[src/rtl/intr_pkg.sv]
package intr_pkg;
    localparam int NSRC       = 9;
    localparam int SRC_EXC    = 0;
    localparam int SRC_BCHK   = 1;
    localparam int SRC_RS     = 2;
    localparam int SRC_FLUSH  = 3;
    localparam int SRC_SMI    = 4;
    localparam int SRC_INIT   = 5;
    localparam int SRC_NMI    = 6;
    localparam int SRC_INTR   = 7;
    localparam int SRC_STPCLK = 8;
    localparam int EDGE_BASE  = SRC_FLUSH;
    localparam int N_EDGE     = 4;

    typedef enum logic [1:0] {
        ACK_NONE    = 2'd0,
        ACK_INTA    = 2'd1,
        ACK_FLUSH   = 2'd2,
        ACK_STOPGNT = 2'd3
    } ack_e;

    typedef enum logic [1:0] {
        ST_IDLE   = 2'd0,
        ST_SHADOW = 2'd1,
        ST_DRAIN  = 2'd2
    } bnd_state_e;
endpackage

[src/rtl/edge_pend.sv]
module edge_pend #(
    parameter int SYNC_STAGES = 2
) (
    input  logic clk,
    input  logic rst_n,
    input  logic pin,
    input  logic clr,
    output logic pend
);
    logic [SYNC_STAGES-1:0] sync_q;
    logic                   prev_q;
    logic                   rise;

    assign rise = sync_q[SYNC_STAGES-1] & ~prev_q;

    always_ff @(posedge clk or negedge rst_n) begin
        if (!rst_n) begin
            sync_q <= '0;
            prev_q <= 1'b0;
            pend   <= 1'b0;
        end else begin
            sync_q <= {sync_q[SYNC_STAGES-2:0], pin};
            prev_q <= sync_q[SYNC_STAGES-1];
            pend   <= (pend & ~clr) | rise;
        end
    end


    pend_clear_chk: assert property (@(posedge clk) disable iff (!rst_n)
        (clr && !rise) |=> !pend);


    pend_set_chk: assert property (@(posedge clk) disable iff (!rst_n)
        rise |=> pend);
endmodule

[src/rtl/prio_pick.sv]
module prio_pick #(
    parameter int N = 9
) (
    input  logic [N-1:0] req,
    output logic [N-1:0] gnt
);
    logic taken;

    always_comb begin
        gnt   = '0;
        taken = 1'b0;
        for (int i = 0; i < N; i++) begin
            if (req[i] && !taken) begin
                gnt[i] = 1'b1;
                taken  = 1'b1;
            end
        end
    end
endmodule

[src/rtl/intr_recog.sv]
module intr_recog
    import intr_pkg::*;
#(
    parameter int CODE_W      = 16,
    parameter int EXC_W       = 8,
    parameter int SYNC_STAGES = 2,
    parameter int SMI_OFFSET  = 32'h8000,
    parameter int BCHK_VEC    = 18,
    parameter int NMI_VEC     = 2
) (
    input  logic              clk,
    input  logic              rst_n,
    input  logic              exc_req,
    input  logic [EXC_W-1:0]  exc_vec,
    input  logic              bus_check,
    input  logic              run_stop,
    input  logic              flush_req,
    input  logic              smi_req,
    input  logic              init_req,
    input  logic              nmi_req,
    input  logic              intr_req,
    input  logic              stop_clk,
    input  logic              mce_en,
    input  logic              if_flag,
    input  logic              retire,
    input  logic              ss_load,
    input  logic              bus_busy,
    input  logic              wb_empty,
    input  logic              smm_exit,
    output logic              grant_vld,
    output logic [NSRC-1:0]   grant,
    output logic [CODE_W-1:0] grant_code,
    output logic [1:0]        ack_kind,
    output logic              smm_mode
);
    localparam logic [CODE_W-1:0] SMI_CODE  = CODE_W'(SMI_OFFSET);
    localparam logic [CODE_W-1:0] BCHK_CODE = CODE_W'(BCHK_VEC);
    localparam logic [CODE_W-1:0] NMI_CODE  = CODE_W'(NMI_VEC);

    bnd_state_e          state, nxt;
    logic [N_EDGE-1:0]   edge_pin, pend;
    logic [NSRC-1:1]     ext_elig;
    logic [NSRC-1:0]     req, sel;
    logic                wb_ok, ext_any, open_bnd;
    logic [CODE_W-1:0]   code_d;
    ack_e                ack_d;

    // ---- edge-triggered sources: synchronize, detect, hold pending ----
    assign edge_pin = {nmi_req, init_req, smi_req, flush_req};

    for (genvar g = 0; g < N_EDGE; g++) begin : g_edge
        edge_pend #(.SYNC_STAGES(SYNC_STAGES)) u_pend (
            .clk  (clk),
            .rst_n(rst_n),
            .pin  (edge_pin[g]),
            .clr  (sel[EDGE_BASE+g]),
            .pend (pend[g])
        );
    end

    // ---- eligibility ----
    assign wb_ok = !bus_busy || wb_empty;

    always_comb begin
        ext_elig[SRC_BCHK]   = bus_check & mce_en;
        ext_elig[SRC_RS]     = run_stop;
        ext_elig[SRC_FLUSH]  = pend[SRC_FLUSH-EDGE_BASE];
        ext_elig[SRC_SMI]    = pend[SRC_SMI-EDGE_BASE]  & ~smm_mode;
        ext_elig[SRC_INIT]   = pend[SRC_INIT-EDGE_BASE] & ~smm_mode;
        ext_elig[SRC_NMI]    = pend[SRC_NMI-EDGE_BASE]  & ~smm_mode;
        ext_elig[SRC_INTR]   = intr_req & if_flag;
        ext_elig[SRC_STPCLK] = stop_clk;
    end

    assign ext_any  = |ext_elig;
    assign open_bnd = wb_ok &&
                      ((state == ST_DRAIN) || (retire && !ss_load));
    assign req      = {ext_elig & {(NSRC-1){open_bnd}}, exc_req};

    prio_pick #(.N(NSRC)) u_pick (
        .req(req),
        .gnt(sel)
    );

    // ---- boundary state machine: next state ----
    always_comb begin
        nxt = state;
        unique case (state)
            ST_IDLE, ST_SHADOW: begin
                if (retire) begin
                    if (ss_load)
                        nxt = ST_SHADOW;
                    else if (ext_any && !wb_ok)
                        nxt = ST_DRAIN;
                    else
                        nxt = ST_IDLE;
                end
            end
            ST_DRAIN: begin
                if (!ext_any)
                    nxt = ST_IDLE;
                else if (wb_ok && !sel[SRC_EXC])
                    nxt = ST_IDLE;
            end
            default: nxt = ST_IDLE;
        endcase
    end

    // ---- state register ----
    always_ff @(posedge clk or negedge rst_n) begin
        if (!rst_n)
            state <= ST_IDLE;
        else
            state <= nxt;
    end

    // ---- grant decode ----
    always_comb begin
        code_d = '0;
        ack_d  = ACK_NONE;
        if (sel[SRC_EXC])    code_d = CODE_W'(exc_vec);
        if (sel[SRC_BCHK])   code_d = BCHK_CODE;
        if (sel[SRC_FLUSH])  ack_d  = ACK_FLUSH;
        if (sel[SRC_SMI])    code_d = SMI_CODE;
        if (sel[SRC_NMI])    code_d = NMI_CODE;
        if (sel[SRC_INTR])   ack_d  = ACK_INTA;
        if (sel[SRC_STPCLK]) ack_d  = ACK_STOPGNT;
    end

    // ---- output and mode register ----
    always_ff @(posedge clk or negedge rst_n) begin
        if (!rst_n) begin
            grant_vld  <= 1'b0;
            grant      <= '0;
            grant_code <= '0;
            ack_kind   <= ACK_NONE;
            smm_mode   <= 1'b0;
        end else begin
            grant_vld  <= |sel;
            grant      <= sel;
            grant_code <= code_d;
            ack_kind   <= ack_d;
            if (smm_exit)
                smm_mode <= 1'b0;
            else if (sel[SRC_SMI])
                smm_mode <= 1'b1;
        end
    end

    // ---- assertions ----

    onehot_grant_chk: assert property (@(posedge clk) disable iff (!rst_n)
        grant_vld |-> ($countones(grant) == 1));


    idle_grant_chk: assert property (@(posedge clk) disable iff (!rst_n)
        !grant_vld |-> (grant == '0));


    ext_at_boundary_chk: assert property (@(posedge clk) disable iff (!rst_n)
        (grant_vld && !grant[SRC_EXC]) |-> ($past(retire) || $past(state) == ST_DRAIN));


    wb_ready_chk: assert property (@(posedge clk) disable iff (!rst_n)
        (grant_vld && !grant[SRC_EXC]) |-> (!$past(bus_busy) || $past(wb_empty)));


    ss_shadow_chk: assert property (@(posedge clk) disable iff (!rst_n)
        (grant_vld && !grant[SRC_EXC]) |-> !$past(retire && ss_load && state != ST_DRAIN));


    smm_mask_chk: assert property (@(posedge clk) disable iff (!rst_n)
        $past(smm_mode) |-> !(grant[SRC_SMI] || grant[SRC_INIT] || grant[SRC_NMI]));


    smm_exit_chk: assert property (@(posedge clk) disable iff (!rst_n)
        (smm_mode && smm_exit) |=> !smm_mode);


    bchk_enable_chk: assert property (@(posedge clk) disable iff (!rst_n)
        grant[SRC_BCHK] |-> ($past(mce_en) && grant_code == BCHK_CODE));
endmodule

[config.mk]
export PLATFORM = sky130hd
export DESIGN_NAME = intr_recog
export DESIGN_NICKNAME = d
export VERILOG_FILES = /design/src/rtl/intr_pkg.sv /design/src/rtl/edge_pend.sv /design/src/rtl/prio_pick.sv /design/src/rtl/intr_recog.sv
export SDC_FILE = /design/constraint.sdc
export NUM_CORES = 1
export LEC_CHECK = 0
export BUFFER_PORTS_ARGS = -buffer_cell sky130_fd_sc_hd__buf_2
export CAP_MARGIN = 40
export CELL_PAD_IN_SITES_DETAIL_PLACEMENT = 1
export CELL_PAD_IN_SITES_GLOBAL_PLACEMENT = 1
export CORE_MARGIN = 5
export CORE_UTILIZATION = 37
export CTS_CLUSTER_DIAMETER = 80
export CTS_CLUSTER_SIZE = 30
export DETAILED_ROUTE_END_ITERATION = 12
export PLACE_DENSITY = 0.81
export SLEW_MARGIN = 20
export SYNTH_ARGS = -nofsm -noshare
export SYNTH_HDL_FRONTEND = slang
export SYNTH_HIERARCHICAL = 1
export SYNTH_SLANG_ARGS = --single-unit
[constraint.sdc]
create_clock -name clk -period 3.1 [get_ports clk]
set_clock_uncertainty 0.1 [all_clocks]
set_input_delay 0.31 -clock clk [delete_from_list [all_inputs] [get_ports clk]]
set_output_delay 0.31 -clock clk [all_outputs]
set_load 0.03 [all_outputs]
## Yosys cells after proc, flatten, opt, wreduce, memory -nomap -nowiden

Cells that the tools add are included.
Widths: inputs -> output; s select.

| storage, ports and cells | value |
|---|---|
| register bits after elaboration | 47 |
| input bits | 26 |
| output and inout bits | 29 |
| logic and storage cells | 111 |

| cells by class | value |
|---|---|
| equal/unequal tests | 4 |
| muxes and demuxes | 31 |
| bitwise gates (word level) | 27 |
| reductions and logical operators | 31 |

Operators with widths:

| kind | count |
|---|---|
| $mux 16 | 2 |
| $mux 1 | 18 |
| $mux 2 | 8 |
| $mux 8 | 2 |
| $and 1x1->1 | 13 |
| $logic_and 1x1->1 | 12 |
| $logic_not 1->1 | 11 |
| $not 1->1 | 9 |
| $reduce_or 9->1 | 1 |
| $and 8x8->8 | 1 |
| $reduce_or 8->1 | 1 |
| $or 1x1->1 | 4 |
| $pmux 2 s2 | 1 |
| $ne 3x2->1 const B | 1 |
| $eq 2x1->1 const B | 1 |
| $eq 2x2->1 const B | 1 |
| $logic_not 2->1 | 1 |
| $logic_or 1x1->1 | 2 |
| $ne 2x2->1 const B | 1 |
| $reduce_and 2->1 | 1 |
| $reduce_bool 2->1 | 1 |
| $reduce_or 2->1 | 1 |

## Longest topological paths before layout

Gate-level depths: netlist of run 1.

| logic depth | value |
|---|---|
| depth in word-level cells | 29 |
| gate-level depth with buffers | 7 |
| gate-level depth less buffers | 7 |

## Modules after synthesis

The synthesis of run 1 kept the hierarchy.

By module, submodules not included:

| module | instances | cells an instance | area an instance (sq um) | seq. area each (sq um) |
|---|---|---|---|---|
| intr_recog | 1 | 78 | 938.4 | 600.6 |
| edge_pend | 4 | 7 | 120.1 | 100.1 |
| prio_pick | 1 | 13 | 102.6 | 0.0 |

## Least setup slack after synthesis of run 1

No wires, ideal clock.

| timing path | value |
|---|---|
| path type | flip-flop to flip-flop |
| start | register state[1] |
| end | register grant_code[0] |
| library setup time | 0.120 ns |
| arrival | 2.176 ns |
| data required time | 2.880 ns |
| setup slack | 0.704 ns |
| cell stages (with the launch flop) | 8 |
| path buffers | 0 |
| period minus slack after synthesis | 2.396 ns |
| cell sequence | dfrtp_1 -> and2b_1 -> o21bai_4 -> nor2_1 -> or4_4 -> nor4b_2 -> nor3_2 -> and3_1 |

| on the way | value |
|---|---|
| longest elaborated chain between the ends | 22 |
| elaborated cells on any way between the ends | 26 |
| classes of those cells | eq/ne (1); mux (11); bitwise (1); reduce/logical (13) |

RTL lines:

| what | line | source |
|---|---|---|
| start, declared | intr_recog.sv:40 | `bnd_state_e state, nxt;` |
| start signal, assigned | intr_recog.sv:114 | `state <= nxt;` |
| $eq 2x2->1 (*) | intr_recog.sv:77 | `((state == ST_DRAIN) \|\| (retire && !ss_load));` |
| $logic_or 1x1->1 (*) | intr_recog.sv:77 |  |
| $logic_and 1x1->1 (*) | intr_recog.sv:76 | `assign open_bnd = wb_ok &&` |
| $and 8x8->8 (*) | intr_recog.sv:78 | `assign req = {ext_elig & {(NSRC-1){open_bnd}}, exc_req};` |
| net req[1] | intr_recog.sv:43 | `logic [NSRC-1:0] req, sel;` |
| $logic_and 1x1->1 (*) | prio_pick.sv:13 | `if (req[i] && !taken) begin` |
| $mux 1 (*) | prio_pick.sv:13 |  |
| $logic_not 1->1 | prio_pick.sv:13 |  |
| [9 not listed] | - |  |
| $logic_and 1x1->1 | prio_pick.sv:13 |  |
| $mux 1 (*) | prio_pick.sv:13 |  |
| $logic_not 1->1 (*) | prio_pick.sv:13 |  |
| $logic_and 1x1->1 (*) | prio_pick.sv:13 |  |
| $mux 1 (*) | prio_pick.sv:13 |  |
| net sel[6] | intr_recog.sv:43 |  |
| $mux 16 (*) | intr_recog.sv:125 | `if (sel[SRC_NMI]) code_d = NMI_CODE;` |
| net code_d[0] | intr_recog.sv:45 | `logic [CODE_W-1:0] code_d;` |
| end signal, assigned | intr_recog.sv:141 | `grant_code <= code_d;` |
| end, declared | intr_recog.sv:32 | `output logic [CODE_W-1:0] grant_code,` |

Mark *: on every way through the listed nets, which the timed path passes. The rest lies on a longest branch.
A chain may end at the register's enable or synchronous reset.

## Worst setup path in the final report of run 1

Ends and elaborated chain as after synthesis.

==> results of run 1 <==
## critical path: cells and delay by family, from the launching register on
kind	cells	cell delay, ps
compound gates	1	210
simple gates	6	1430
buf+inv	1	190
flops	1	390
## metrics by stage
step           hold WS (ps)  utilization, %  std cells  instance area, sq um  power [mW]
2_1_floorplan         -85.6               -        125                  1540       0.690
3_3_place_gp            232            44.7        215                  1790       0.738
3_5_place_dp            236            44.7        215                  1790       0.743
4_1_cts                23.1            47.0        223                  1880        1.09
5_1_grt                21.4            48.0        225                  1920        1.12
6_report               35.2            48.0        225                  1920        1.07
## worst paths after layout
path                                               to  slack, ps  cells past startpoint
max                                     grant_code[0]        690                      8
max reg2reg                             grant_code[0]        690                      8
min                        g_edge[3].u_pend/sync_q[0]         40                      1
max in group asynchronous  g_edge[0].u_pend/sync_q[0]       2070                      3
min in group asynchronous                   grant_vld        380                      2
min reg2reg                g_edge[2].u_pend/sync_q[1]        250                      0
## power by group through the flow
| stage | registers [mW] | logic [mW] | clock network (mW) |
|---|---|---|---|
| after floorplan | 0.612 | 0.0781 | 0 |
| after global placement | 0.578 | 0.159 | 0 |
| after detailed placement | 0.581 | 0.162 | 0 |
| after CTS | 0.571 | 0.163 | 0.353 |
| after global routing | 0.574 | 0.183 | 0.368 |
| final | 0.570 | 0.166 | 0.336 |
## flip-flops by register name, indices dropped and copies added, names as in the netlist
name and count:
g_edge.u_pend/prev_q 4, state 2, smm_mode 1, grant 9, g_edge.u_pend/pend 4, g_edge.u_pend/sync_q 8
ack_kind 2, grant_vld 1, grant_code 9
## timing repair
action	4_1_cts	5_1_grt
resized for setup	0	0
endpoints found under the hold margin	0	15
hold buffers	0	1
## area by class of cell
cell class | count | share of cell area (%)
clock buffers | 6 | 4.30
multi-input cells | 64 | 22.6
well taps | 50 | 3.26
clock inverters | 2 | 0.522
inverters | 13 | 2.54
flip-flops and latches | 40 | 52.2
repair buffers | 50 | 14.6
## cell usage after synthesis (all sizes together) (2+ instances only)
cell    count
inv        13
nor4b       2
dfrtp      40
nor3b       5
nor4        3
o22ai       4
nor2b       4
o21bai      2
and3        7
nor2       10
nand2       2
a21oi       2
buf         8
nor3        5
nand3       2
## kinds of logic (layout without fill, tap and decap cells)
kind of cell           count (synthesis)  count (layout)  share of synthesized area (%)
AND/OR/NAND/NOR                       45              45                           19.1
flip-flops                            40              40                           65.8
buffers and inverters                 21              71                           7.15
AO/OA/AOI/OAI                         11              11                           7.07
other                                  1               7                          0.246
multiplexers                           1               1                          0.658
## per-layer routing
| layer | wire length (um) | track usage (%) | up-vias |
|---|---|---|---|
| met3 | 272 | 3.38 | 2 |
| met2 | 1540 | 20.4 | 39 |
| met4 | 9 | 3.62 | 0 |
| li1 | - | - | 491 |
| met5 | 0 | 0 | - |
| met1 | 1100 | 13.0 | 495 |
==> impl_metrics.csv, run 1 <==
group,metric,value,unit
synth,yosys-top-cells-area,"sky130_fd_sc_hd__dfrtp_1 66%, sky130_fd_sc_hd__buf_4 3.9%, sky130_fd_sc_hd__o22ai_2 3.3%, sky130_fd_sc_hd__inv_1 3.2%, sky130_fd_sc_hd__and3_1 2.9%",
sta,final_hold_viol_count,0,
cts,clockBufferDepth,2,
layout,final_cell_mix,"47 x sky130_fd_sc_hd__buf_2, 40 x sky130_fd_sc_hd__dfrtp_1, 13 x sky130_fd_sc_hd__inv_1",
hold_path,hold_path_startpoint,"nmi_req",
place,placement.setup.worst_slack,683,ps
layout,fillerInstances,452,
pwr,p_int,0.794,mW
worst_setup_path,endpoint_kind,"register",
global_route,number_of_global_route_vias_before_repair,1084,
floorplanning,fp.coreArea,4000,sq um
pwr,power_switching_share,25.9,%
synth,post-synth-top-area-cell,"sky130_fd_sc_hd__dfrtp_1",
global_route,globalRouteTotalUtil,11.4,%
synth,synth_enable_flop_cells,0,
drt,first_pass_drt_iterations,6,
cts,cts_tree,"built",
worst_setup_path,critical_path_cell_with_the_highest_stage_delay,"sky130_fd_sc_hd__or4_4",
pwr,switching_power,0.278,mW
cts,cts.sink_count,40,
floorplanning,ioPinCount,55,
synth,total_of_flip_flops_plus_latches_after_synthesis,40,
drt,vias_per_cell,4.56,
layout,nNetsFinal,200,
drt,drc_errors,0,
pwr,power-per-cell-area,558,nW/um^2
synth,yosys.cell_types.count,29,
worst_setup_path,worstPathCellList,"and2b_1, o21bai_4, nor2_1, or4_4, nor4b_2, buf_4, nor3_2, and3_1",
pwr,vdd_drop_max,0.266,mV
worst_setup_path,regToRegStartpoint,"state[1]",
drt,num_vias,1027,
sta,setup_slack,687,ps
layout,area.sequential,1000,sq um
place,dp_hpwl,2270,um
floorplanning,die_width,74.1,um
floorplanning,dieHeight,74.1,um
synth,yosysTopAreaCellShare,65.8,%
global_route,globalRouteOverflowTotal,0,
synth,synth-warning-count,6,
layout,drive_gt1_share,38.9,%
synth,number_of_cells_produced_by_synthesis,119,
drt,detail_route.wl_per_cell,13.0,um
synth,syn-cell-area,1520,sq um
drt,routed_wl,2920,um
cts,clk_pin_slew,70,ps
drt,dr.first_iter.drc_count,17,
layout,most_common_cell_after_layout_fill_and_taps_aside,"sky130_fd_sc_hd__buf_2",
worst_setup_path,slowest_delay,570,ps
flow_run,max_cap_viol_count,0,
sta,fin_tns_setup,0,ps
layout,syn2layout_area_growth,26.2,%
place,io_buffers,47,
pwr,power.share.clock,31.3,%
pwr,seq_power_share,53.2,%
floorplanning,initial_core_util,38.0,%
worst_setup_path,worst_setup_path_startpoint,"state[1]",
worst_setup_path,worst_ep_arrival_time,2490,ps
cts,cts.repair_timing.setup_buffer_count,0,
pwr,comb_power_share,15.5,%
worst_setup_path,criticalPathCategory,"register to register",
synth,avgSynthCellArea,12.8,sq um
sta,timing.final.crit_period,2410,ps
sta,maximum_clock_rate,0.414,GHz
place,globalplace.congestion,0.779,
worst_setup_path,cp_data_required_time,3170,ps
worst_setup_path,timing.critical_path.from_type,"register",
drt,drt.antenna.violating_nets,0,
global_route,number_of_antenna_violations_at_the_first_check_in_global_routing,0,
worst_setup_path,critical_path.max_fanout,8,
synth,yosysSeqAreaShare,65.8,%
cts,clock_latency,280,ps
synth,ys_async_sr_fraction,100,%
hold_path,min-delay-path-class,"input pin to register",
layout,antenna-diode-count,0,
global_route,largest_net_degree_at_the_start_of_global_routing,41,
floorplanning,fp.dieArea,5490,sq um
status,outcome,"completed",
sta,drv_slew,0,
global_route,wire_length_of_the_first_global_routing_pass,4760,um
floorplanning,placement_rows,23,
pwr,static-leakage-power,1.06,nW
cts,cts_buffers,5,
cts,root_buffer_master,"sky130_fd_sc_hd__clkbuf_8",
sta,final-setup-viol-count,0,
synth,dominantRegCellSynth,"sky130_fd_sc_hd__dfrtp_1",
sta,grt_setup_unrepaired,"no",
sta,post-route-period-util,77.9,%
sta,max_slew.worst_pin.slew,806,ps
cts,cts-htree-levels,2,
layout,multi_input_comb_area,434,sq um
sta,timing.slew.headroom,45.5,%
No activity file was read; power rests on OpenSTA's default activity.
==> run 2, diff against run 1 <==
--- a/config.mk
+++ b/config.mk
@@ -10,11 +10,11 @@
 export CELL_PAD_IN_SITES_DETAIL_PLACEMENT = 1
 export CELL_PAD_IN_SITES_GLOBAL_PLACEMENT = 1
 export CORE_MARGIN = 5
-export CORE_UTILIZATION = 37
+export CORE_UTILIZATION = 34
 export CTS_CLUSTER_DIAMETER = 80
 export CTS_CLUSTER_SIZE = 30
 export DETAILED_ROUTE_END_ITERATION = 12
-export PLACE_DENSITY = 0.81
+export PLACE_DENSITY = 0.79
 export SLEW_MARGIN = 20
 export SYNTH_ARGS = -nofsm -noshare
 export SYNTH_HDL_FRONTEND = slang
==> constraint.sdc (replaced) <==
create_clock -name clk -period 1.94 [get_ports clk]
set_clock_uncertainty 0.1 [all_clocks]
set_input_delay 0.194 -clock clk [delete_from_list [all_inputs] [get_ports clk]]
set_output_delay 0.194 -clock clk [all_outputs]
set_load 0.03 [all_outputs]
==> impl_metrics.csv, run 2 (synthesized netlist as in run 1, its figures left out) <==
group,metric,value,unit
layout,nNetsFinal,224,
sta,maximum_clock_rate,0.441,GHz
global_route,globalRouteOverflowTotal,0,
place,dp_hpwl,2680,um
floorplanning,ioPinCount,55,
floorplanning,fp.dieArea,5910,sq um
cts,clock_latency,290,ps
cts,cts.sink_count,40,
global_route,globalRouteTotalUtil,13.1,%
sta,fin_tns_setup,-4910,ps
drt,vias_per_cell,4.52,
layout,final_util,50.5,%
sta,grt_setup_unrepaired,"yes",
worst_setup_path,timing.critical_path.from_type,"register",
layout,syn2layout_area_growth,44.5,%
worst_setup_path,critPathTopFamily,"simple AND/OR/NAND/NOR gates",
cts,clk_pin_slew,70,ps
sta,post-route-period-util,117,%
drt,routed_wl,3720,um
place,io_buffers,47,
hold_path,min_delay_path_depth,2,
worst_setup_path,r2r.worst_path.cells,8,
sta,drv_slew,0,
drt,detail_route.wl_per_cell,14.8,um
pwr,vdd_drop_max,0.484,mV
drt,met3_length,301,um
floorplanning,dieHeight,76.9,um
floorplanning,die_width,76.9,um
hold_path,min-delay-path-class,"input pin to register",
drt,routed-wl-met2,1890,um
sta,timing.final.crit_period,2270,ps
worst_setup_path,slowest_delay,550,ps
pwr,static-leakage-power,1.19,nW
worst_setup_path,cp.buffers_inverters,2,
drt,top_signal_layer_used,"met4",
sta,max_slew.worst_pin.slew,517,ps
drt,drt.antenna.violating_nets,0,
worst_setup_path,worst_ep_arrival_time,2340,ps
pwr,power-per-cell-area,864,nW/um^2
floorplanning,initial_core_util,34.9,%
worst_setup_path,criticalPathCategory,"register to register",
drt,dr.first_iter.drc_count,31,
worst_setup_path,critical_path_cell_with_the_highest_stage_delay,"sky130_fd_sc_hd__or4_4",
drt,first_pass_drt_iterations,4,
cts,cts_buffers,5,
global_route,wire_length_of_the_first_global_routing_pass,6160,um
layout,most_common_cell_after_layout_fill_and_taps_aside,"sky130_fd_sc_hd__buf_2",
worst_setup_path,worstPathCellList,"and2b_2, o21bai_4, nor2_4, or4_4, buf_4, nor3b_4, buf_4, o22ai_2",
global_route,number_of_antenna_violations_at_the_first_check_in_global_routing,0,
sta,timing.slew.headroom,65.4,%
global_route,number_of_global_route_vias_before_repair,1214,
cts,cts_tree,"built",
worst_setup_path,critical_path.max_fanout,6,
place,placement.setup.worst_slack,-389,ps
drt,drc_errors,0,
flow_run,max_cap_viol_count,0,
layout,antenna-diode-count,0,
floorplanning,fp.coreArea,4350,sq um
status,failing_checks,"negative setup slack",
sta,setup_slack,-330,ps
drt,met1Wirelength,1480,um
worst_setup_path,cp_data_required_time,2020,ps
layout,final_cell_mix,"47 x sky130_fd_sc_hd__buf_2, 40 x sky130_fd_sc_hd__dfrtp_1, 20 x sky130_fd_sc_hd__buf_4",
cts,root_buffer_master,"sky130_fd_sc_hd__clkbuf_8",
worst_setup_path,endpoint_kind,"register",
cts,cts-htree-levels,2,
sta,final-setup-viol-count,20,
worst_setup_path,crit_top_cell,"sky130_fd_sc_hd__buf_4",
global_route,largest_net_degree_at_the_start_of_global_routing,41,
layout,biggestRegsByFlops,"grant (9), grant_code (9), g_edge.u_pend/sync_q (8)",
sta,final_hold_viol_count,0,
worst_setup_path,worst-path-stages,8,
cts,clockBufferDepth,2,
place,globalplace.congestion,0.892,
layout,drive_gt1_share,47.7,%
floorplanning,placement_rows,24,
status,outcome,"finished, violations left",
pwr,total_power,1.90,mW
drt,num_vias,1135,
run 2: changes by cell type in the layout (fill, tap and decap cells not counted), sizes merged:
cell         change
buf             +19
bufinv           +1
clkinv           -1
dlygate4sd3      +5
run 2: cell type report:
cell class	instances	area (sq um)
clock buffer	6	72.6
multi-input combinational	64	510
timing repair buffer	74	465
inverter	13	48.8
clock inverter	2	35.0
tap	52	65.1
fill	476	2160
sequential	40	1000
run 2: path summary, 6_finish.rpt:
kind                                       startpoint                         end  slack (ps)
max                                          state[1]       g_edge[2].u_pend/pend        -330
min                                        exc_vec[6]               grant_code[6]          60
max reg2reg                                  state[1]       g_edge[2].u_pend/pend        -330
min reg2reg                g_edge[2].u_pend/sync_q[0]  g_edge[2].u_pend/sync_q[1]         250
max in group asynchronous                       rst_n  g_edge[1].u_pend/sync_q[0]        1230
min in group asynchronous                       rst_n                 ack_kind[1]         320
run 2: worst register-to-register path, delay by kind of cell (launching register included):
kind / cells / cell delay, ps
AO/OA/AOI/OAI: 2 / 300
flip-flops: 1 / 380
AND/OR/NAND/NOR: 4 / 1060
buffers and inverters: 2 / 320
run 2: report_power, final:
part,internal (mW),switching [mW]
Sequential,0.887,0.0230
Combinational,0.142,0.195
Clock,0.381,0.272
run 2: per-stage QoR:
step	hold WS (ps)	instances	instance area, sq um
3_5_place_dp	83.8	233	1940
4_1_cts	42.7	249	2160
5_1_grt	54.7	251	2200
3_3_place_gp	76.2	233	1940
6_report	62.1	251	2200
2_1_floorplan	-202	125	1560
run 2: routing by layer:
metal	up-vias	GRT usage [%]
met5	-	0
met4	0	4.72
met3	6	4.45
met2	47	22.7
met1	544	14.7
li1	538	-
run 2: what timing repair did:
item | 4_1_cts | 5_1_grt
setup buffers | 2 | 2
gates resized for setup | 6 | 4
pin swaps | 2 | 4
hold buffers | 6 | 0
hold endpoints to repair | 45 | 0
setup endpoints to repair | 23 | 21
